===== src/rtl/rtc_pkg.sv =====
package rtc_pkg;
  localparam int DATA_W  = 16;
  localparam int ADDR_W  = 3;
  localparam int LO_W    = 8;
  localparam int HI_W    = 9;
  localparam int SEC_W   = LO_W + HI_W;
  localparam int DAY_W   = 15;
  localparam int FLAG_W  = 2;
  localparam int NREG    = 1 << ADDR_W;
  localparam logic [SEC_W-1:0] LAST_SEC = SEC_W'(86399);

  typedef enum logic [ADDR_W-1:0] {
    A_SEC_LO  = 3'd0,
    A_SEC_HI  = 3'd1,
    A_DAY     = 3'd2,
    A_ALM_LO  = 3'd3,
    A_ALM_HI  = 3'd4,
    A_ALM_DAY = 3'd5,
    A_STAT    = 3'd6,
    A_MASK    = 3'd7
  } regAddr_e;

  typedef struct packed {
    logic tick;
    logic wrSecLo;
    logic wrSecHi;
    logic wrDay;
    logic wrAlmLo;
    logic wrAlmHi;
    logic wrAlmDay;
    logic wrStat;
    logic wrMask;
  } strobe_t;
endpackage


===== src/rtl/rtc_ctrl.sv =====
module rtc_ctrl
  import rtc_pkg::*;
#(
  parameter int PRESCALE = 32768
) (
  input  logic              clk,
  input  logic              rstN,
  input  logic              slowEn,
  input  logic [ADDR_W-1:0] addr,
  input  logic              wEn,
  output strobe_t           stb
);
  localparam int CNT_W = (PRESCALE > 1) ? $clog2(PRESCALE) : 1;
  localparam logic [CNT_W-1:0] LAST_CNT = CNT_W'(PRESCALE - 1);

  logic [NREG-1:0]  sel;
  logic [CNT_W-1:0] presc;
  logic             atLast;

  always_comb begin
    sel = '0;
    if (wEn) sel = NREG'(1) << addr;
  end

  assign atLast = (presc == LAST_CNT);

  always_ff @(posedge clk) begin
    if (!rstN)                 presc <= '0;
    else if (sel[A_SEC_LO])    presc <= '0;
    else if (slowEn && atLast) presc <= '0;
    else if (slowEn)           presc <= presc + 1'b1;
  end

  always_comb begin
    stb.tick     = slowEn && atLast && !sel[A_SEC_LO];
    stb.wrSecLo  = sel[A_SEC_LO];
    stb.wrSecHi  = sel[A_SEC_HI];
    stb.wrDay    = sel[A_DAY];
    stb.wrAlmLo  = sel[A_ALM_LO];
    stb.wrAlmHi  = sel[A_ALM_HI];
    stb.wrAlmDay = sel[A_ALM_DAY];
    stb.wrStat   = sel[A_STAT];
    stb.wrMask   = sel[A_MASK];
  end
endmodule


===== src/rtl/rtc_dpath.sv =====
module rtc_dpath
  import rtc_pkg::*;
(
  input  logic              clk,
  input  logic              rstN,
  input  strobe_t           stb,
  input  logic [ADDR_W-1:0] addr,
  input  logic [DATA_W-1:0] wData,
  output logic [DATA_W-1:0] rData,
  output logic [SEC_W-1:0]  secOut,
  output logic [DAY_W-1:0]  dayOut,
  output logic [FLAG_W-1:0] flagOut,
  output logic              alarmIrq,
  output logic              tickIrq
);
  logic [SEC_W-1:0]  sec, almSec, incSec, nextSec;
  logic [DAY_W-1:0]  day, almDay, incDay, nextDay;
  logic [FLAG_W-1:0] flags, mask, setV, clrV;
  logic              alarmHit;

  always_comb begin
    if (sec >= LAST_SEC) begin
      incSec = '0;
      incDay = day + 1'b1;
    end else begin
      incSec = sec + 1'b1;
      incDay = day;
    end
    nextSec = stb.tick ? incSec : sec;
    nextDay = stb.tick ? incDay : day;
    if (stb.wrSecLo) nextSec[LO_W-1:0] = wData[LO_W-1:0];
    if (stb.wrSecHi) nextSec[SEC_W-1:LO_W] = wData[HI_W-1:0];
    if (stb.wrDay)   nextDay = wData[DAY_W-1:0];
  end

  assign alarmHit = stb.tick && (incSec == almSec) && (incDay == almDay);
  assign setV     = {stb.tick, alarmHit};
  assign clrV     = stb.wrStat ? wData[FLAG_W-1:0] : '0;

  always_ff @(posedge clk) begin
    if (!rstN) begin
      sec    <= '0;
      day    <= '0;
      almSec <= '0;
      almDay <= '0;
      flags  <= '0;
      mask   <= '0;
    end else begin
      sec   <= nextSec;
      day   <= nextDay;
      flags <= (flags & ~clrV) | setV;
      if (stb.wrAlmLo)  almSec[LO_W-1:0]     <= wData[LO_W-1:0];
      if (stb.wrAlmHi)  almSec[SEC_W-1:LO_W] <= wData[HI_W-1:0];
      if (stb.wrAlmDay) almDay               <= wData[DAY_W-1:0];
      if (stb.wrMask)   mask                 <= wData[FLAG_W-1:0];
    end
  end

  always_comb begin
    rData = '0;
    case (addr)
      A_SEC_LO:  rData[LO_W-1:0]   = sec[LO_W-1:0];
      A_SEC_HI:  rData[HI_W-1:0]   = sec[SEC_W-1:LO_W];
      A_DAY:     rData[DAY_W-1:0]  = day;
      A_ALM_LO:  rData[LO_W-1:0]   = almSec[LO_W-1:0];
      A_ALM_HI:  rData[HI_W-1:0]   = almSec[SEC_W-1:LO_W];
      A_ALM_DAY: rData[DAY_W-1:0]  = almDay;
      A_STAT:    rData[FLAG_W-1:0] = flags;
      default:   rData[FLAG_W-1:0] = mask;
    endcase
  end

  assign alarmIrq = flags[0] & mask[0];
  assign tickIrq  = flags[1] & mask[1];
  assign secOut   = sec;
  assign dayOut   = day;
  assign flagOut  = flags;
endmodule


===== src/rtl/sec_day_rtc.sv =====
module sec_day_rtc
  import rtc_pkg::*;
#(
  parameter int PRESCALE = 32768
) (
  input  logic              clk,
  input  logic              rstN,
  input  logic              slowEn,
  input  logic [ADDR_W-1:0] addr,
  input  logic [DATA_W-1:0] wData,
  input  logic              wEn,
  output logic [DATA_W-1:0] rData,
  output logic              alarmIrq,
  output logic              tickIrq
);
  strobe_t           stb;
  logic [SEC_W-1:0]  secVal;
  logic [DAY_W-1:0]  dayVal;
  logic [FLAG_W-1:0] flagVal;

  rtc_ctrl #(.PRESCALE(PRESCALE)) u_ctrl (
    .clk(clk), .rstN(rstN), .slowEn(slowEn), .addr(addr), .wEn(wEn), .stb(stb)
  );

  rtc_dpath u_dpath (
    .clk(clk), .rstN(rstN), .stb(stb), .addr(addr), .wData(wData),
    .rData(rData), .secOut(secVal), .dayOut(dayVal), .flagOut(flagVal),
    .alarmIrq(alarmIrq), .tickIrq(tickIrq)
  );
endmodule


===== config.mk =====
export PLATFORM = sky130hd
export DESIGN_NAME = sec_day_rtc
export DESIGN_NICKNAME = d
export VERILOG_FILES = /design/src/rtl/rtc_pkg.sv /design/src/rtl/rtc_ctrl.sv /design/src/rtl/rtc_dpath.sv /design/src/rtl/sec_day_rtc.sv
export SDC_FILE = /design/constraint.sdc
export NUM_CORES = 1
export LEC_CHECK = 0
export ABC_AREA = 0
export BUFFER_PORTS_ARGS = -buffer_cell sky130_fd_sc_hd__buf_2
export CORE_MARGIN = 1
export CORE_UTILIZATION = 35
export CTS_CLUSTER_SIZE = 24
export DETAILED_ROUTE_END_ITERATION = 10
export GPL_ROUTABILITY_DRIVEN = 0
export GPL_TIMING_DRIVEN = 0
export MAX_ROUTING_LAYER = met4
export REMOVE_ABC_BUFFERS = 1
export SYNTH_ARGS = -nofsm -noshare
export SYNTH_HDL_FRONTEND = slang
export SYNTH_SLANG_ARGS = --single-unit

===== constraint.sdc =====
create_clock -name clk -period 3.46 [get_ports clk]
set_clock_uncertainty 0.1 [all_clocks]
set_input_delay 1.038 -clock clk [delete_from_list [all_inputs] [get_ports clk]]
set_output_delay 1.038 -clock clk [all_outputs]
set_load 0.02 [all_outputs]

==> results_dict.tcl, run 1 <==
set metrics [dict create \
    outcome "finished clean" \
    placed_area_um2 5870 \
    max_freq_ghz 0.296 \
    cts_tree "yes" \
    overflow 0 \
    syn_to_final_growth_pct 11.5 \
    report.power.total_w 0.00233 \
    synth_warnings 0 \
    worst_skew_pair.late_latency_ns 0.36 \
    grt_pass1_wl_mm 28.2 \
    synthTopCellsByCount "nand2_1 (112), dfxtp_1 (83), nor2_1 (83), a21oi_1 (56), clkbuf_1 (34)" \
    path_clk_slew_ns 0.07 \
    vias 5619 \
    leakagePower_nw 2.19 \
    synth.avg_cell_area_um2 7.57 \
    root_buffer "clkbuf_16" \
    crit_family "buffers and inverters" \
    clkSinkCount 83 \
    fin_crit_ns 3.38 \
    ys_ff_latch 83 \
    cp.buffers_inverters 4 \
    initial_core_util_pct 35.8 \
    power-per-cell-area_nw_per_um2 368 \
    tightest_slew_ns 1.30 \
    p_comb_share_pct 11.5 \
    synthArstFlopShare_pct 0 \
    synth-edff-count 0 \
    worstPathArrival_ns 2.25 \
    finalCritPeriodShare_pct 97.8 \
    drive_gt1_share_pct 13.1 \
    io_buffers 38 \
    drv_cap 0 \
    crit_slowest_cell "nor2_4" \
    yosysMostFrequentCell "nand2_1" \
    finalHoldViolations 0 \
    dp_cells 944 \
    synthCells 748 \
    pin_count 41 \
    dp_hpwl_mm 12.5 \
    syn-cell-area_um2 5660 \
    cts_inserted_buffers 9 \
    nets 769 \
    slew_violations 0 \
    post-route-cell-area_um2 6310 \
    drc 0 \
    die_h_um 129 \
    p_int_w 0.00166 \
    setup_violations 0 \
    rsz0062_at_grt "true" \
    htree_levels 3 \
    wl_mm 18.1 \
    postRouteAntennaNets 0 \
    synth_top_area_share_pct 29.3 \
    max_stage_delay_ns 0.23 \
    ir_drop_mv 0.216 \
    grt_start_max_net_pins 38 \
    synth_area_leaders "dfxtp_1 (29%), nand2_1 (7.4%), nor2_1 (5.5%)" \
    pwr-share-seq_pct 44.3 \
    yosysSeqAreaShare_pct 29.3 \
    yosys.area.top_type "dfxtp_1" \
    fp.dieArea_um2 16700 \
    grt_usage_pct 22.9 \
    power_frac_clock_pct 44.2 \
    hp-class "reg -> reg" \
    switchingPower_w 0.000663 \
    fin_cells 964 \
    wl_per_cell_um 18.8 \
    vias_per_cell 5.83 \
    row_count 46 \
    critical_path_class "in -> out" \
    grt_pass1_vias 5026 \
    crit_fanout 27 \
    drtIter0Drc 662 \
    synth_ff_type "dfxtp_1" \
    clock_tree.buffer_depth 2 \
    end_kind "output pin" \
    antenna_cells 0 \
    whs_ns 0.379 \
    die_w_um 129 \
    required_ns 2.32 \
    core-area_um2 15800 \
    yosys.cell_types.count 74 \
    antenna_found_initial 0 \
    switching_share_pct 28.5 \
    final_util_pct 39.9 \
    path_cells "buf_8, clkinvlp_4, buf_4, nor2_4, a22o_1, buf_2" \
    firstDrtPassIters 5 \
    start_kind "input port" \
    slew_headroom_pct 13.0 \
]
==> through the flow <==
stage	setup WS [ns]	setup TNS, ns
finish	0.0766	0
global route	-0.0785	-0.146
CTS	0.0232	0
detailed placement	-0.964	-11.54
global placement	-0.964	-12.87
floorplan	0.176	0
==> registers in the layout (all words and copies together) (netlist names) <==
| name | flops |
|---|---|
| u_dpath.flagOut | 2 |
| u_ctrl.presc | 15 |
| u_dpath.dayOut | 15 |
| u_dpath.secOut | 17 |
| u_dpath.almDay | 15 |
| u_dpath.mask | 2 |
| u_dpath.almSec | 17 |
==> cells in the final DEF (no fill, tap or decap), types with 13 or more instances in the layout <==
cell type / netlist / routed
nor3_1: 19 / 19
buf_2: 13 / 35
mux2i_1: 18 / 18
nand4_1: 21 / 21
dfxtp_1: 83 / 82
xnor2_1: 26 / 26
xor2_1: 28 / 28
nand3_1: 25 / 23
a21oi_1: 56 / 55
o21ai_0: 29 / 29
a211oi_1: 23 / 23
nand2_1: 112 / 111
nor2_1: 83 / 79
and3_1: 13 / 13
==> layout make-up <==
type / instances / area, um2
multi-input cells: 599 / 3780
flip-flops and latches: 83 / 1660
well taps: 216 / 270
repair buffers: 43 / 256
inverters: 7 / 30.0
clock inverters: 7 / 85.1
clock buffers: 9 / 225
fillers: 1655 / 9510
==> power by group through the flow <==
| stage | clock, W | combinational, W | sequential (W) |
|---|---|---|---|
| final | 0.00103 | 0.000268 | 0.00103 |
| after global routing | 0.00107 | 0.000292 | 0.00103 |
| after CTS | 0.00103 | 0.000264 | 0.00103 |
| after detailed placement | 0 | 0.000254 | 0.00105 |
| after global placement | 0 | 0.000250 | 0.00105 |
| after floorplan | 0 | 0.000160 | 0.00103 |
==> logic make-up after synthesis <==
group / share of synthesized area (%)
buffers and inverters: 5.28
multiplexers: 5.17
flip-flops: 29.3
AND/OR/NAND/NOR: 27.9
AO/OA/AOI/OAI: 22.5
XOR/XNOR: 9.15
adder cells (fa/ha/maj): 0.663
other: 0.0662
==> per-layer routing <==
metal  vias up  track usage [%]  wire length, um
met5         -                -                0
met4         0             10.2              570
li1       2692                -                -
met1      2656             31.1             8390
met3        37             2.97             1430
met2       234             33.7             7750
==> final timing paths <==
kind	from	to	slack, ns	cells past startpoint
setup / recovery	addr[2]	rData[10]	0.08	6
hold / removal	u_dpath.flagOut[1]	u_dpath.flagOut[1]	0.38	2
setup reg to reg	u_dpath.secOut[5]	u_dpath.dayOut[14]	0.11	8
hold reg to reg	u_dpath.flagOut[1]	u_dpath.flagOut[1]	0.38	2
==> worst reg2reg max path: cells and delay by family, from the launching register on <==
kind / cells / cell delay [ns]
compound gates: 2 / 0.66
simple gates: 6 / 1.96
flops: 1 / 0.55
==> repair_timing <==
action                     4_1_cts  5_1_grt
gates resized for setup         21        8
setup buffers                    3        0
cloned                           0        0
hold buffers                     0        0
pin swaps                        1        1
setup endpoints to repair       29       12
Note: power is estimated with default switching activity, not from simulation.
==> run 2, diff against run 1 <==
--- a/config.mk
+++ b/config.mk
@@ -14,6 +14,7 @@
 export GPL_ROUTABILITY_DRIVEN = 0
 export GPL_TIMING_DRIVEN = 0
 export MAX_ROUTING_LAYER = met4
+export PLACE_DENSITY = 0.52
 export REMOVE_ABC_BUFFERS = 1
 export SYNTH_ARGS = -nofsm -noshare
 export SYNTH_HDL_FRONTEND = slang
==> run 2 against run 1 <==
Sequential share of layout area fell by 0.23 points. Worst hold slack gained 0.010 ns. Combinational power barely moved. Critical path type unchanged. Highest routed layer unchanged.
==> results_dict.tcl, run 2 (synthesized netlist as in run 1, its figures left out) <==
set metrics [dict create \
    cts.hold.buffers_added 0 \
    cts_tree "yes" \
    layout_commonest_cell "nand2_1" \
    post-route-cell-area_um2 6370 \
    rsz0062_at_grt "false" \
    vias 5645 \
    hp-class "reg -> reg" \
    grt_usage_pct 24.3 \
    clock_tree.buffer_depth 2 \
    antenna_found_initial 0 \
    pwr-share-seq_pct 42.3 \
    root_buffer "clkbuf_16" \
    pin_count 41 \
    fin_cells 965 \
    leakagePower_nw 2.24 \
    die_h_um 129 \
    crit_fanout 27 \
    dp_cells 944 \
    dp_hpwl_mm 13.5 \
    path_clk_slew_ns 0.06 \
    power_frac_clock_pct 46.6 \
    die_w_um 129 \
    p_int_w 0.00180 \
    placed_area_um2 5880 \
    worstPathArrival_ns 2.21 \
    tightest_slew_ns 1.35 \
    start_kind "input port" \
    finalCritPeriodShare_pct 96.7 \
    outcome "finished clean" \
    antenna_cells 0 \
    timing.rr.start "u_dpath.secOut[5]" \
    report.power.total_w 0.00243 \
    syn_to_final_growth_pct 12.5 \
    drc 0 \
    finalHoldViolations 0 \
    htree_levels 3 \
    postRouteAntennaNets 0 \
    min_path_cells 2 \
    firstDrtPassIters 5 \
    ir_drop_mv 0.242 \
    grt_start_max_net_pins 43 \
    power-per-cell-area_nw_per_um2 382 \
    row_count 46 \
    required_ns 2.32 \
    slew_violations 0 \
    r2r_end "u_dpath.flagOut[0]" \
    drtIter0Drc 637 \
    initial_core_util_pct 35.8 \
    fin_crit_ns 3.35 \
    overflow 0 \
    io_buffers 38 \
    drive_gt1_share_pct 13.5 \
    end_kind "output pin" \
    grt_pass1_wl_mm 29.5 \
    drv_cap 0 \
    wl_per_cell_um 19.9 \
    critical_path_class "in -> out" \
    max_freq_ghz 0.299 \
    rr_worst_depth 8 \
    whs_endpoint "u_dpath.almDay[14]" \
    core-area_um2 15800 \
    final_cell_mix "nand2_1 (111), dfxtp_1 (81), nor2_1 (79), a21oi_1 (55), buf_2 (35)" \
    vias_per_cell 5.85 \
    slew_headroom_pct 9.58 \
    setup_violations 0 \
    nets 770 \
    switching_share_pct 26.2 \
    min_from "u_dpath.almDay[14]" \
    wl_mm 19.2 \
    reg2reg_slack_ns 0.13 \
    switchingPower_w 0.000638 \
    grt_pass1_vias 5140 \
    cts_inserted_buffers 9 \
    fp.dieArea_um2 16700 \
    p_comb_share_pct 11.0 \
    clkSinkCount 83 \
    worst_skew_pair.late_latency_ns 0.36 \
]
-- run 2: cell types whose count changed in the layout (fill, tap and decap cells not counted), moves of 2 or more --
cell / previous run / this run
bufinv_16: 1 / 3
clkinv_4: 3 / 1
buf_4: 4 / 6
a2111oi_1: 2 / 0
-- run 2: worst max path at each step --
stage,to,slack (ns),start,depth (start not counted)
floorplan,u_dpath.dayOut[14],0.18,slowEn,7
CTS,u_dpath.flagOut[0],-0.06,u_dpath.secOut[0],9
detailed placement,u_dpath.flagOut[0],-1.09,addr[2],9
finish,rData[0],0.11,addr[1],6
global placement,u_dpath.flagOut[0],-1.21,addr[2],9
global route,u_dpath.flagOut[0],0.02,addr[0],9
-- run 2: what timing repair did --
action / CTS / global route
setup buffers: 1 / 4
gates resized for setup: 20 / 11
endpoints found under the setup margin: 20 / 17
pin swaps: 1 / 2
-- run 2: layout make-up --
type	instances	area, um2
fill	1650	9450
timing repair buffer	44	267
sequential	83	1660
clock inverter	6	113
multi-input combinational	599	3810
tap	216	270
clock buffer	10	229
inverter	7	26.3
-- run 2: routing by layer --
layer	up-vias	wire (um)	GRT usage (%)
met2	235	8420	35.2
met3	30	1450	3.96
met4	0	424	8.72
met1	2688	8920	33.7
li1	2692	-	-
met5	-	0	-
-- run 2: worst max-delay path, stage by stage --
cell      delay [ns]
buf_6           0.21
nor2b_4         0.29
a21oi_1         0.13
o221ai_1        0.21
o21a_1          0.16
buf_2           0.15
-- run 2: power groups by stage --
stage	registers [W]	logic (W)	clock network, W
floorplan	0.00103	0.000160	0
global placement	0.00105	0.000250	0
detailed placement	0.00105	0.000256	0
CTS	0.00103	0.000263	0.00116
global route	0.00103	0.000292	0.00119
finish	0.00103	0.000269	0.00114
-- run 2: stage by stage --
step	TNS (ns)	hold slack [ns]	util (%)	worst slack (ns)
after floorplan	0	0.342	-	0.176
after global placement	-12.65	0.370	37.0	-1.21
after detailed placement	-11.37	0.379	37.1	-1.09
after CTS	-0.0552	0.388	39.8	-0.0552
after global routing	0	0.409	40.3	0.0165
final	0	0.389	40.3	0.115
